===== config.mk =====
export PLATFORM = sky130hd
export DESIGN_NAME = rdseq_cmd_detect
export DESIGN_NICKNAME = d
export VERILOG_FILES = /design/src/rtl/rdseq_pkg.sv /design/src/rtl/rdseq_datapath.sv /design/src/rtl/rdseq_ctrl.sv /design/src/rtl/rdseq_cmd_detect.sv
export SDC_FILE = /design/constraint.sdc
export NUM_CORES = 1
export LEC_CHECK = 0
export BUFFER_PORTS_ARGS = -buffer_cell sky130_fd_sc_hd__buf_2
export CELL_PAD_IN_SITES_DETAIL_PLACEMENT = 0
export CELL_PAD_IN_SITES_GLOBAL_PLACEMENT = 1
export CORE_MARGIN = 1
export CORE_UTILIZATION = 33
export DETAILED_ROUTE_END_ITERATION = 16
export PLACE_DENSITY = 0.81
export SETUP_SLACK_MARGIN = 0.2
export SYNTH_ARGS = -nofsm -noshare
export SYNTH_HDL_FRONTEND = slang
export SYNTH_SLANG_ARGS = --single-unit

===== constraint.sdc =====
create_clock -name clk -period 2.4 [get_ports clk]
set_clock_uncertainty 0.05 [all_clocks]
set_input_delay 0.48 -clock clk [delete_from_list [all_inputs] [get_ports clk]]
set_output_delay 0.48 -clock clk [all_outputs]
set_load 0.03 [all_outputs]

===== src/rtl/rdseq_pkg.sv =====
package rdseq_pkg;
  localparam int ADDR_W   = 15;
  localparam int PRE_LEN  = 5;
  localparam int STEP_W   = $clog2(PRE_LEN + 1);

  localparam logic [ADDR_W-1:0] STORE_ADDR  = 15'h0FC0;
  localparam logic [ADDR_W-1:0] RECALL_ADDR = 15'h0C63;

  // strobes from control to datapath
  typedef struct packed {
    logic clear;
    logic advance;
    logic restart;
    logic fireStore;
    logic fireRecall;
  } seqStrobe_t;

  function automatic logic [ADDR_W-1:0] preambleAddr(input int idx);
    case (idx)
      0:       return 15'h0E38;
      1:       return 15'h31C7;
      2:       return 15'h03E0;
      3:       return 15'h3C1F;
      4:       return 15'h303F;
      default: return '0;
    endcase
  endfunction
endpackage


===== src/rtl/rdseq_datapath.sv =====
module rdseq_datapath
  import rdseq_pkg::*;
(
  input  logic              clk,
  input  logic              rstN,
  input  logic [ADDR_W-1:0] accAddr,
  input  seqStrobe_t        strb,
  output logic              stepHit,
  output logic              firstHit,
  output logic              storeHit,
  output logic              recallHit,
  output logic              atFinal,
  output logic              storeReq,
  output logic              recallReq
);
  logic [STEP_W-1:0]  stepCnt;
  logic [PRE_LEN-1:0] preHit;

  // one comparator for each preamble address
  for (genvar i = 0; i < PRE_LEN; i++) begin : g_cmp
    assign preHit[i] = (accAddr == preambleAddr(i));
  end

  assign firstHit  = preHit[0];
  assign storeHit  = (accAddr == STORE_ADDR);
  assign recallHit = (accAddr == RECALL_ADDR);
  assign atFinal   = (stepCnt == STEP_W'(PRE_LEN));

  always_comb begin
    stepHit = 1'b0;
    for (int i = 0; i < PRE_LEN; i++) begin
      if (stepCnt == STEP_W'(i)) stepHit = preHit[i];
    end
  end

  always_ff @(posedge clk) begin
    if (!rstN) begin
      stepCnt   <= '0;
      storeReq  <= 1'b0;
      recallReq <= 1'b0;
    end else begin
      storeReq  <= strb.fireStore;
      recallReq <= strb.fireRecall;
      if (strb.clear)        stepCnt <= '0;
      else if (strb.restart) stepCnt <= STEP_W'(1);
      else if (strb.advance) stepCnt <= stepCnt + STEP_W'(1);
    end
  end
endmodule


===== src/rtl/rdseq_ctrl.sv =====
module rdseq_ctrl
  import rdseq_pkg::*;
(
  input  logic       accValid,
  input  logic       accWrite,
  input  logic       xferBusy,
  input  logic       stepHit,
  input  logic       firstHit,
  input  logic       storeHit,
  input  logic       recallHit,
  input  logic       atFinal,
  output seqStrobe_t strb
);
  always_comb begin
    strb = '0;
    if (xferBusy) begin
      strb.clear = 1'b1;
    end else if (accValid) begin
      if (accWrite) begin
        strb.clear = 1'b1;
      end else if (atFinal) begin
        if (storeHit) begin
          strb.fireStore = 1'b1;
          strb.clear     = 1'b1;
        end else if (recallHit) begin
          strb.fireRecall = 1'b1;
          strb.clear      = 1'b1;
        end else if (firstHit) begin
          strb.restart = 1'b1;
        end else begin
          strb.clear = 1'b1;
        end
      end else if (stepHit) begin
        strb.advance = 1'b1;
      end else if (firstHit) begin
        strb.restart = 1'b1;
      end else begin
        strb.clear = 1'b1;
      end
    end
  end
endmodule


===== src/rtl/rdseq_cmd_detect.sv =====
module rdseq_cmd_detect
  import rdseq_pkg::*;
(
  input  logic              clk,
  input  logic              rstN,
  input  logic              accValid,
  input  logic              accWrite,
  input  logic [ADDR_W-1:0] accAddr,
  input  logic              xferBusy,
  output logic              storeReq,
  output logic              recallReq
);
  seqStrobe_t strb;
  logic stepHit, firstHit, storeHit, recallHit, atFinal;

  rdseq_ctrl u_ctrl (
    .accValid (accValid),
    .accWrite (accWrite),
    .xferBusy (xferBusy),
    .stepHit  (stepHit),
    .firstHit (firstHit),
    .storeHit (storeHit),
    .recallHit(recallHit),
    .atFinal  (atFinal),
    .strb     (strb)
  );

  rdseq_datapath u_dp (
    .clk      (clk),
    .rstN     (rstN),
    .accAddr  (accAddr),
    .strb     (strb),
    .stepHit  (stepHit),
    .firstHit (firstHit),
    .storeHit (storeHit),
    .recallHit(recallHit),
    .atFinal  (atFinal),
    .storeReq (storeReq),
    .recallReq(recallReq)
  );
endmodule


==> results of run 1 <==
-- Yosys cell counts (2+ instances only) --
cell      count
inv_1         6
nor4_1        3
nand2_1       4
nand3_1       2
dfxtp_1       5
nor3b_1       2
nor2_1        7
a21oi_1       5
or4_4         2
nand4_1       5
and3_1        2
nand3b_1      2
ha_1          5
a211oi_2      2
nand4b_1      2
-- what timing repair did --
| item | 4_1_cts | 5_1_grt |
|---|---|---|
| setup buffers | 0 | 1 |
| endpoints found under the setup margin | 1 | 3 |
| cloned | 0 | 0 |
| pin swaps | 0 | 9 |
| gates resized for setup | 2 | 15 |
-- per-stage QoR --
stage / instances / utilization (%) / power [uW]
2_1_floorplan: 68 / - / 102
3_3_place_gp: 106 / 44.7 / 130
3_5_place_dp: 106 / 44.7 / 130
4_1_cts: 110 / 46.9 / 231
5_1_grt: 111 / 51.5 / 251
6_report: 111 / 51.5 / 230
-- logic make-up after synthesis --
family                     share of synthesized area, %
and+or+nand+nor                                    47.9
AOI/OAI and AO/OA                                  18.9
buffers and inverters                              4.04
adders and majority gates                          11.2
DFF                                                18.0
-- state kept, by name, summed over array words and instances, names as in the netlist --
signal	cells
u_dp.recallReq	1
u_dp.storeReq	1
u_dp.stepCnt	3
-- layout make-up --
| cell class | instances | area [um^2] |
|---|---|---|
| Clock buffer | 4 | 26.3 |
| Fill cell | 144 | 747 |
| Inverter | 6 | 22.5 |
| Multi-Input combinational cell | 57 | 499 |
| Sequential cell | 5 | 106 |
| Tap cell | 16 | 20.0 |
| Timing Repair Buffer | 23 | 120 |
-- layer usage --
| metal | routed length (um) | global-route usage [%] | up-vias |
|---|---|---|---|
| met5 | 0 | 0 | - |
| met4 | 19 | 9.09 | 0 |
| met3 | 131 | 5.96 | 4 |
| met2 | 689 | 27.6 | 31 |
| met1 | 665 | 24.0 | 289 |
| li1 | - | - | 316 |
-- worst register-to-register path, stage by stage, from the launching register on --
cell      delay [ps]
dfxtp_2          330
inv_1            100
ha_1             200
a21oi_1           80
nand4_1           90
a21oi_1           90
a211oi_2         430
nand2_1          180
a31o_2           280
a21oi_2          150
-- power groups by stage --
| stage | sequential (uW) | combinational, uW | clock, uW |
|---|---|---|---|
| floorplan | 85.7 | 16.6 | 0 |
| finish | 83.7 | 48.8 | 97.9 |
| global route | 83.5 | 53.5 | 114 |
| detailed placement | 85.8 | 44.1 | 0 |
| CTS | 84.4 | 45.2 | 101 |
| global placement | 85.8 | 43.8 | 0 |
-- worst max-delay path by stage --
stage,startpoint,to
final,accAddr[7],u_dp.stepCnt[2]
after global routing,u_dp.stepCnt[0],u_dp.stepCnt[1]
after CTS,u_dp.stepCnt[2],u_dp.stepCnt[1]
after detailed placement,accAddr[7],u_dp.stepCnt[2]
after global placement,accAddr[7],u_dp.stepCnt[1]
after floorplan,accAddr[7],u_dp.stepCnt[2]
==> results.ini, run 1 <==
[synthesis]
syn_inst = 68
async_flop_share_pct = 0
synth_ff_type = dfxtp_1
synth_largest_area_cell = dfxtp_1
syn-mean-instance-area_um2 = 8.19
seq_area_frac_synth_pct = 18.0
synth_area_um2 = 557
yosysWarningCount = 0
synth_edf_count = 0
yosysUniqueCellTypes = 29
synth-seq-cells = 5
yosys.area.top_type_share_pct = 18.0
synth_nets = 93
synth_area_leaders = dfxtp_1, ha_1, nand4_1

[finish]
drive_gt1_share_pct = 50.5
final_area_um2 = 795
final_common_cell = buf_2
finalNetCount = 121
layout_common_cells = buf_2, nor2_1, inv_1, nand4_1, nand2_1
num_antenna_cells = 0
area_growth_pct = 42.7

[hold_path]
worstHoldPathType = input port to register
holdPathStages = 4
min-delay-start = accAddr[3]
min_to = u_dp.recallReq

[setup_path]
crit_path_frequent_cell = or4_4
cp-end-kind = register
slowest_stage = or4_4
worstRegToRegCells = 9
critPathRequiredTime_ps = 2510
cp_cell_sequence = buf_2, or4_4, nand4b_4, or4_4, a21oi_2, o311ai_4, a211oi_2
path_buf_inv = 1
worst_ep_arrival_time_ps = 2240
reg2reg_slack_ps = 330
slowest_delay_ps = 540
critPathTopFamily = simple AND/OR/NAND/NOR gates
r2r_end = u_dp.stepCnt[1]
crit_type = input port to register
worst-path-stages = 7
start_kind = input port
r2r_start = u_dp.stepCnt[1]
crit_path_max_fanout = 5

[global_route]
antenna_found_initial = 0
grtUsageTotal_pct = 18.6
grt_max_degree = 8
grt_pass1_vias = 586
gr-total-overflow = 0
grt_pass1_wl_um = 2550

[drt]
first_pass_iters = 4
antenna_left = 0
wirelength_um = 1510
drt_iter0_markers = 34
avgRoutedWirePerCell_um = 13.6
via_count = 640
drc_errors = 0
vias_per_cell = 5.77

[placement]
dpl.hpwl_um = 1170
placed_area_um2 = 689
gp_congestion = 0.827
dp_slack_ps = 89.1
buffer_ports.inserted = 21

[timing]
finalHoldViolations = 0
drv_slew = 0
fin_crit_sh_pct = 88.9
rsz0062_at_grt = no
holdWs_ps = 495
relSlewSlack_pct = 71.6
fin_crit_ps = 2130
tightest_slew_ps = 425
setup-violations-final = 0
fmax_mhz = 469
timing.final.ws_setup_ps = 267
final.setup.tns_ps = 0

[clock_network]
holdBufCountCts = 0
cts_buffers = 3
clk_pin_slew_ps = 40
clock-sinks = 5
cts.path.max_buffers = 2
tritoncts = yes
cts_root_buf = clkbuf_4
clk_latency_ps = 240
cts_htree_levels = 1

[floorplan]
floorplan.die_area_um2 = 1860
rows = 14
die_x_um = 43.1
coreArea_um2 = 1540
start_util_pct = 36.1
pin_count = 22
die_h_um = 43.1

[power]
internal-power_uw = 168
power_density_nw_per_um2 = 290
worst_ir_drop_vdd_v = 0.000170
p_comb_share_pct = 21.2
p_clk_share_pct = 42.5
p_sw_share_pct = 27.0
p_leak_uw = 0.000317
seq_power_share_pct = 36.3
p_sw_uw = 62.1

[job]
max_cap_violations = 0

[run_status]
outcome = complete, no violations

Power figures use the tool's default switching activity.
==> run 2, diff against run 1 <==
--- a/config.mk
+++ b/config.mk
@@ -11,7 +11,7 @@
 export CORE_MARGIN = 1
 export CORE_UTILIZATION = 33
 export DETAILED_ROUTE_END_ITERATION = 16
-export PLACE_DENSITY = 0.81
+export PLACE_DENSITY_LB_ADDON = 0.1
 export SETUP_SLACK_MARGIN = 0.2
 export SYNTH_ARGS = -nofsm -noshare
 export SYNTH_HDL_FRONTEND = slang
==> results.ini, run 2 (synthesized netlist as in run 1, its figures left out) <==
[run_status]
outcome = complete, no violations

[clock_network]
cts_root_buf = clkbuf_4
tritoncts = yes
holdBufCountCts = 0  ; unchanged
clk_latency_ps = 230  ; about the same
clock-sinks = 5  ; unchanged
clk_pin_slew_ps = 40  ; about the same
cts_htree_levels = 1  ; unchanged
cts_buffers = 3  ; unchanged
postCtsSetupBuffers = 0  ; unchanged
cts.path.max_buffers = 2  ; unchanged

[setup_path]
crit_path_max_fanout = 5  ; unchanged
start_kind = input port
r2r_end = u_dp.stepCnt[2]
r2r_start = u_dp.stepCnt[0]
reg2reg_slack_ps = 310  ; -20 ps
critPathRequiredTime_ps = 2500  ; about the same
cp-end-kind = register
worst_ep_arrival_time_ps = 2230  ; about the same
crit_type = input port to register
worstRegToRegCells = 7  ; -2

[placement]
buffer_ports.inserted = 21  ; unchanged
dpl.hpwl_um = 1130  ; -3.5%
gp_congestion = 0.782  ; -5.4%
placed_area_um2 = 704  ; +2.2%
dp_slack_ps = 62.3  ; -26.8 ps

[finish]
area_growth_pct = 37.3
layout_common_cells = buf_2, inv_1, nor2_1
num_antenna_cells = 0  ; unchanged
largest_reg_flops = 3  ; unchanged
final_common_cell = buf_2
drive_gt1_share_pct = 43.8  ; -6.8 points
largest_register = u_dp.stepCnt
final_util_pct = 49.6  ; -1.9 points
finalNetCount = 122  ; +0.83%
final_area_um2 = 764  ; -3.8%
reg_top3 = u_dp.stepCnt: 3 flops, u_dp.recallReq: 1 flops, u_dp.storeReq: 1 flops

[hold_path]
min-delay-start = u_dp.stepCnt[0]
min_to = u_dp.stepCnt[0]
worstHoldPathType = register to register
holdPathStages = 1  ; -3

[floorplan]
pin_count = 22  ; unchanged
die_x_um = 43.1  ; unchanged
die_h_um = 43.1  ; unchanged
rows = 14  ; unchanged
start_util_pct = 36.1  ; unchanged
floorplan.die_area_um2 = 1860  ; unchanged
coreArea_um2 = 1540  ; unchanged

[timing]
relSlewSlack_pct = 69.9  ; -1.7 points
rsz0062_at_grt = no
tightest_slew_ps = 451  ; +26.0 ps
holdWs_ps = 427  ; -68.2 ps
fin_crit_ps = 2130  ; -2.89 ps
finalHoldViolations = 0  ; unchanged
drv_slew = 0  ; unchanged
fin_crit_sh_pct = 88.8  ; -0.12 points
setup-violations-final = 0  ; unchanged
fmax_mhz = 469  ; +0.14%
final.setup.tns_ps = 0  ; unchanged
timing.final.ws_setup_ps = 270  ; +2.89 ps

[power]
power_density_nw_per_um2 = 295  ; +1.8%
p_leak_uw = 0.000323  ; +2.0%
worst_ir_drop_vdd_v = 0.000183  ; +7.7%

[drt]
antenna_left = 0  ; unchanged
first_pass_iters = 4  ; unchanged
avgRoutedWirePerCell_um = 11.9  ; -12%
drt_iter0_markers = 22  ; -35%
drc_errors = 0  ; unchanged
wirelength_um = 1330  ; -12%
vias_per_cell = 5.54  ; -4.0%
via_count = 620  ; -3.1%

[job]
max_cap_violations = 0  ; unchanged

[global_route]
grt_pass1_vias = 590  ; +0.68%
grt_max_degree = 7  ; -1
grtUsageTotal_pct = 16.1  ; -2.5 points
antenna_found_initial = 0  ; unchanged
grt_pass1_wl_um = 2350  ; -7.9%
gr-total-overflow = 0  ; unchanged

## run 2: cell count changes in the layout (fill, tap and decap cells not counted), sizes merged
cell,before,now
buf,23,24
## run 2: timing repair
| action | CTS | global route |
|---|---|---|
| gates resized for setup | 0 | 7 |
| endpoints found under the setup margin | 0 | 3 |
| endpoints found under the hold margin | 0 | 0 |
## run 2: worst max-delay path by stage
stage | to | depth (start not counted) | start
final | u_dp.stepCnt[2] | 7 | accAddr[7]
after global routing | u_dp.stepCnt[1] | 9 | u_dp.stepCnt[0]
after CTS | u_dp.stepCnt[1] | 9 | u_dp.stepCnt[0]
after detailed placement | u_dp.stepCnt[2] | 7 | accAddr[7]
after global placement | u_dp.stepCnt[2] | 7 | accAddr[7]
after floorplan | u_dp.stepCnt[2] | 6 | accAddr[7]
## run 2: cell type report
| type | count | area (um^2) |
|---|---|---|
| clock buffers | 4 | 26.3 |
| flip-flops and latches | 5 | 101 |
| fillers | 163 | 777 |
| inverters | 6 | 22.5 |
| multi-input cells | 57 | 467 |
| well taps | 16 | 20.0 |
| repair buffers | 24 | 128 |
## run 2: per-layer routing
metal	wire, um	global-route usage [%]	up-vias
li1	-	-	320
met1	623	20.8	274
met2	614	27.9	26
met3	93	3.83	0
met4	0	1.82	0
met5	0	0	-
## run 2: stage by stage
stage / instances / power [uW]
2_1_floorplan: 68 / 102
6_report: 112 / 226
3_5_place_dp: 108 / 130
3_3_place_gp: 108 / 131
4_1_cts: 112 / 228
5_1_grt: 112 / 244
## run 2: critical path: stages
cell and delay (ps):
buf_2 120, or4_4 540, nand4b_4 180, or4_4 440
a21oi_2 200, o311ai_4 120, a211oi_2 150
## run 2: report_power, final
group	total [uW]	leakage [uW]	internal, uW	switching, uW
clock	93.0	0.0000150	62.6	30.5
combinational	48.0	0.000267	22.3	25.7
sequential	84.6	0.0000408	83.9	0.632
==> run 3, diff against run 2 <==
--- a/config.mk
+++ b/config.mk
@@ -9,10 +9,12 @@
 export CELL_PAD_IN_SITES_DETAIL_PLACEMENT = 0
 export CELL_PAD_IN_SITES_GLOBAL_PLACEMENT = 1
 export CORE_MARGIN = 1
-export CORE_UTILIZATION = 33
+export CORE_UTILIZATION = 32
 export DETAILED_ROUTE_END_ITERATION = 16
+export HOLD_SLACK_MARGIN = 0.1
 export PLACE_DENSITY_LB_ADDON = 0.1
 export SETUP_SLACK_MARGIN = 0.2
 export SYNTH_ARGS = -nofsm -noshare
 export SYNTH_HDL_FRONTEND = slang
+export SYNTH_HIERARCHICAL = 1
 export SYNTH_SLANG_ARGS = --single-unit
==> results.ini, run 3 <==
[power]
p_sw_uw = 53.3  ; -6.2%
internal-power_uw = 174  ; +2.8%
p_leak_uw = 0.000379  ; +18%
power.total_uw = 227  ; +0.55%
seq_power_share_pct = 36.7  ; -0.8 points
p_clk_share_pct = 42.0  ; +0.8 points
p_comb_share_pct = 21.3  ; about the same
p_sw_share_pct = 23.5  ; -1.7 points
power_density_nw_per_um2 = 261  ; -12%
worst_ir_drop_vdd_v = 0.000183  ; -0.32%

[floorplan]
pin_count = 22  ; unchanged
coreArea_um2 = 1560  ; +1.1%
die_x_um = 43.6  ; +1.1%
start_util_pct = 35.5  ; -0.65 points
die_h_um = 43.6  ; +1.1%
floorplan.die_area_um2 = 1900  ; +2.3%
rows = 14  ; unchanged

[drt]
vias_per_cell = 5.33  ; -3.8%
drt_iter0_markers = 20  ; -9.1%
first_pass_iters = 10  ; +6
antenna_left = 0  ; unchanged
via_count = 671  ; +8.2%
avgRoutedWirePerCell_um = 11.4  ; -4.2%
drc_errors = 2  ; +2
wirelength_um = 1440  ; +7.8%

[timing]
fmax_mhz = 424  ; -9.7%
drv_slew = 0  ; unchanged
fin_crit_ps = 2360  ; +229 ps
finalHoldViolations = 0  ; unchanged
final.setup.tns_ps = 0  ; unchanged
relSlewSlack_pct = 74.6  ; +4.7 points
fin_crit_sh_pct = 98.3  ; +9.5 points
rsz0062_at_grt = yes
tightest_slew_ps = 381  ; -70.0 ps
setup-violations-final = 0  ; unchanged

[finish]
drive_gt1_share_pct = 46.4  ; +2.6 points
num_antenna_cells = 0  ; unchanged
finalNetCount = 136  ; +11%
stdcell_count = 126  ; +13%
layout_common_cells = buf_2, buf_4, nor2_1
largest_reg_flops = 3  ; unchanged
final_common_cell = buf_2
reg_top3 = u_dp/stepCnt: 3 flops, u_dp/recallReq: 1 flops, u_dp/storeReq: 1 flops
area_growth_pct = 57.2
largest_register = u_dp/stepCnt

[synthesis]
yosysWarningCount = 6  ; +6
synth_area_leaders = dfxtp_1, ha_1, nor2_1
synth_ff_type = dfxtp_1
yosys.area.top_type_share_pct = 18.1  ; +0.12 points
synth_nets = 94  ; +1.1%
async_flop_share_pct = 0  ; unchanged
synth_area_um2 = 553  ; -0.67%
synthMostInstantiatedCell = nor2_1
yosysUniqueCellTypes = 33  ; +14%
synth-seq-cells = 5  ; unchanged
synth_largest_area_cell = dfxtp_1
syn-mean-instance-area_um2 = 8.01  ; -2.1%
syn_inst = 69  ; +1.5%
synth_edf_count = 0  ; unchanged
synth_commonest_cells = nor2_1, dfxtp_1, ha_1, nand2_1
seq_area_frac_synth_pct = 18.1  ; +0.12 points

[global_route]
grt_max_degree = 9  ; +2
grt_pass1_vias = 612  ; +3.7%
gr-total-overflow = 0  ; unchanged
antenna_found_initial = 0  ; unchanged
grtUsageTotal_pct = 16.5  ; +0.45 points
grt_pass1_wl_um = 2460  ; +4.4%

[clock_network]
clock-sinks = 5  ; unchanged
tritoncts = yes
cts_buffers = 3  ; unchanged
clk_latency_ps = 240  ; about the same
cts_htree_levels = 1  ; unchanged
holdBufCountCts = 0  ; unchanged
cts.path.max_buffers = 2  ; unchanged
cts_root_buf = clkbuf_4
clk_pin_slew_ps = 50  ; about the same

[setup_path]
cp_cell_sequence = buf_6, nor4_4, nand3_2, and4bb_1, or4b_1, a31o_1, or3b_4, a211oi_2
slowest_delay_ps = 440  ; -100 ps
path_buf_inv = 1  ; unchanged
critPathRequiredTime_ps = 2510  ; about the same
crit_path_max_fanout = 4  ; -1
crit_type = input port to register
worst_ep_arrival_time_ps = 2470  ; +240 ps
cp-end-kind = register
start_kind = input port
critPathTopFamily = simple AND/OR/NAND/NOR gates
slowest_stage = or4b_1

[run_status]
violations = design-rule violations
outcome = finished with violations

[job]
max_cap_violations = 0  ; unchanged

[placement]
buffer_ports.inserted = 21  ; unchanged
dpl.hpwl_um = 1200  ; +5.8%
gp_congestion = 0.889  ; +14%
placed_cells = 121  ; +12%

[hold_path]
worstHoldPathType = input port to register

## run 3: metal layers
metal	up-vias	track usage (%)	routed length [um]
met5	-	0	0
met4	0	2.50	0
met3	0	2.50	72
met2	21	29.0	657
met1	302	21.7	705
li1	348	-	-
## run 3: area by class of cell
type                    instances  area (um^2)
fillers                       155          689
multi-input cells              60          465
repair buffers                 38          245
flip-flops and latches          5          101
clock buffers                   4         26.3
well taps                      16         20.0
inverters                       3         11.3
## run 3: per-stage QoR
step	hold slack, ps	cell area, um^2	worst slack (ps)	util [%]
floorplan	475	563	6.66	-
global placement	552	805	-166	51.6
detailed placement	564	805	-231	51.6
CTS	426	868	56.0	55.7
global route	451	870	-61.9	55.8
finish	428	870	40.9	55.8
## run 3: kinds of logic after synthesis
| family | count (synthesis) | share of synthesized area, % |
|---|---|---|
| AOI/OAI and AO/OA | 11 | 13.6 |
| muxes | 1 | 1.81 |
| and+or+nand+nor | 42 | 50.9 |
| xor gates and xnor gates | 1 | 1.58 |
| adders and majority gates | 5 | 11.3 |
| DFF | 5 | 18.1 |
| buffers and inverters | 4 | 2.71 |
## run 3: what timing repair did
action / in CTS / in global routing
pin swaps: 5 / 1
setup buffers: 1 / 0
resized for setup: 6 / 1
cloned: 0 / 0
setup endpoints to repair: 3 / 3
## run 3: path summary, 6_finish.rpt
| path | startpoint | to | slack [ps] | cells past startpoint |
|---|---|---|---|---|
| min | rstN | u_dp/recallReq | 430 | 2 |
| min reg2reg | u_dp/stepCnt[2] | u_dp/stepCnt[2] | 570 | 2 |
| max reg2reg | u_dp/stepCnt[1] | u_dp/stepCnt[2] | 110 | 11 |
| max | accAddr[14] | u_dp/stepCnt[2] | 40 | 8 |
## run 3: power by group through the flow
| stage | sequential (uW) | combinational, uW | clock (uW) |
|---|---|---|---|
| finish | 83.3 | 48.3 | 95.3 |
| detailed placement | 84.8 | 45.8 | 0 |
| CTS | 83.3 | 48.2 | 98.1 |
| floorplan | 84.8 | 12.3 | 0 |
| global placement | 84.8 | 46.1 | 0 |
| global route | 83.2 | 53.4 | 102 |
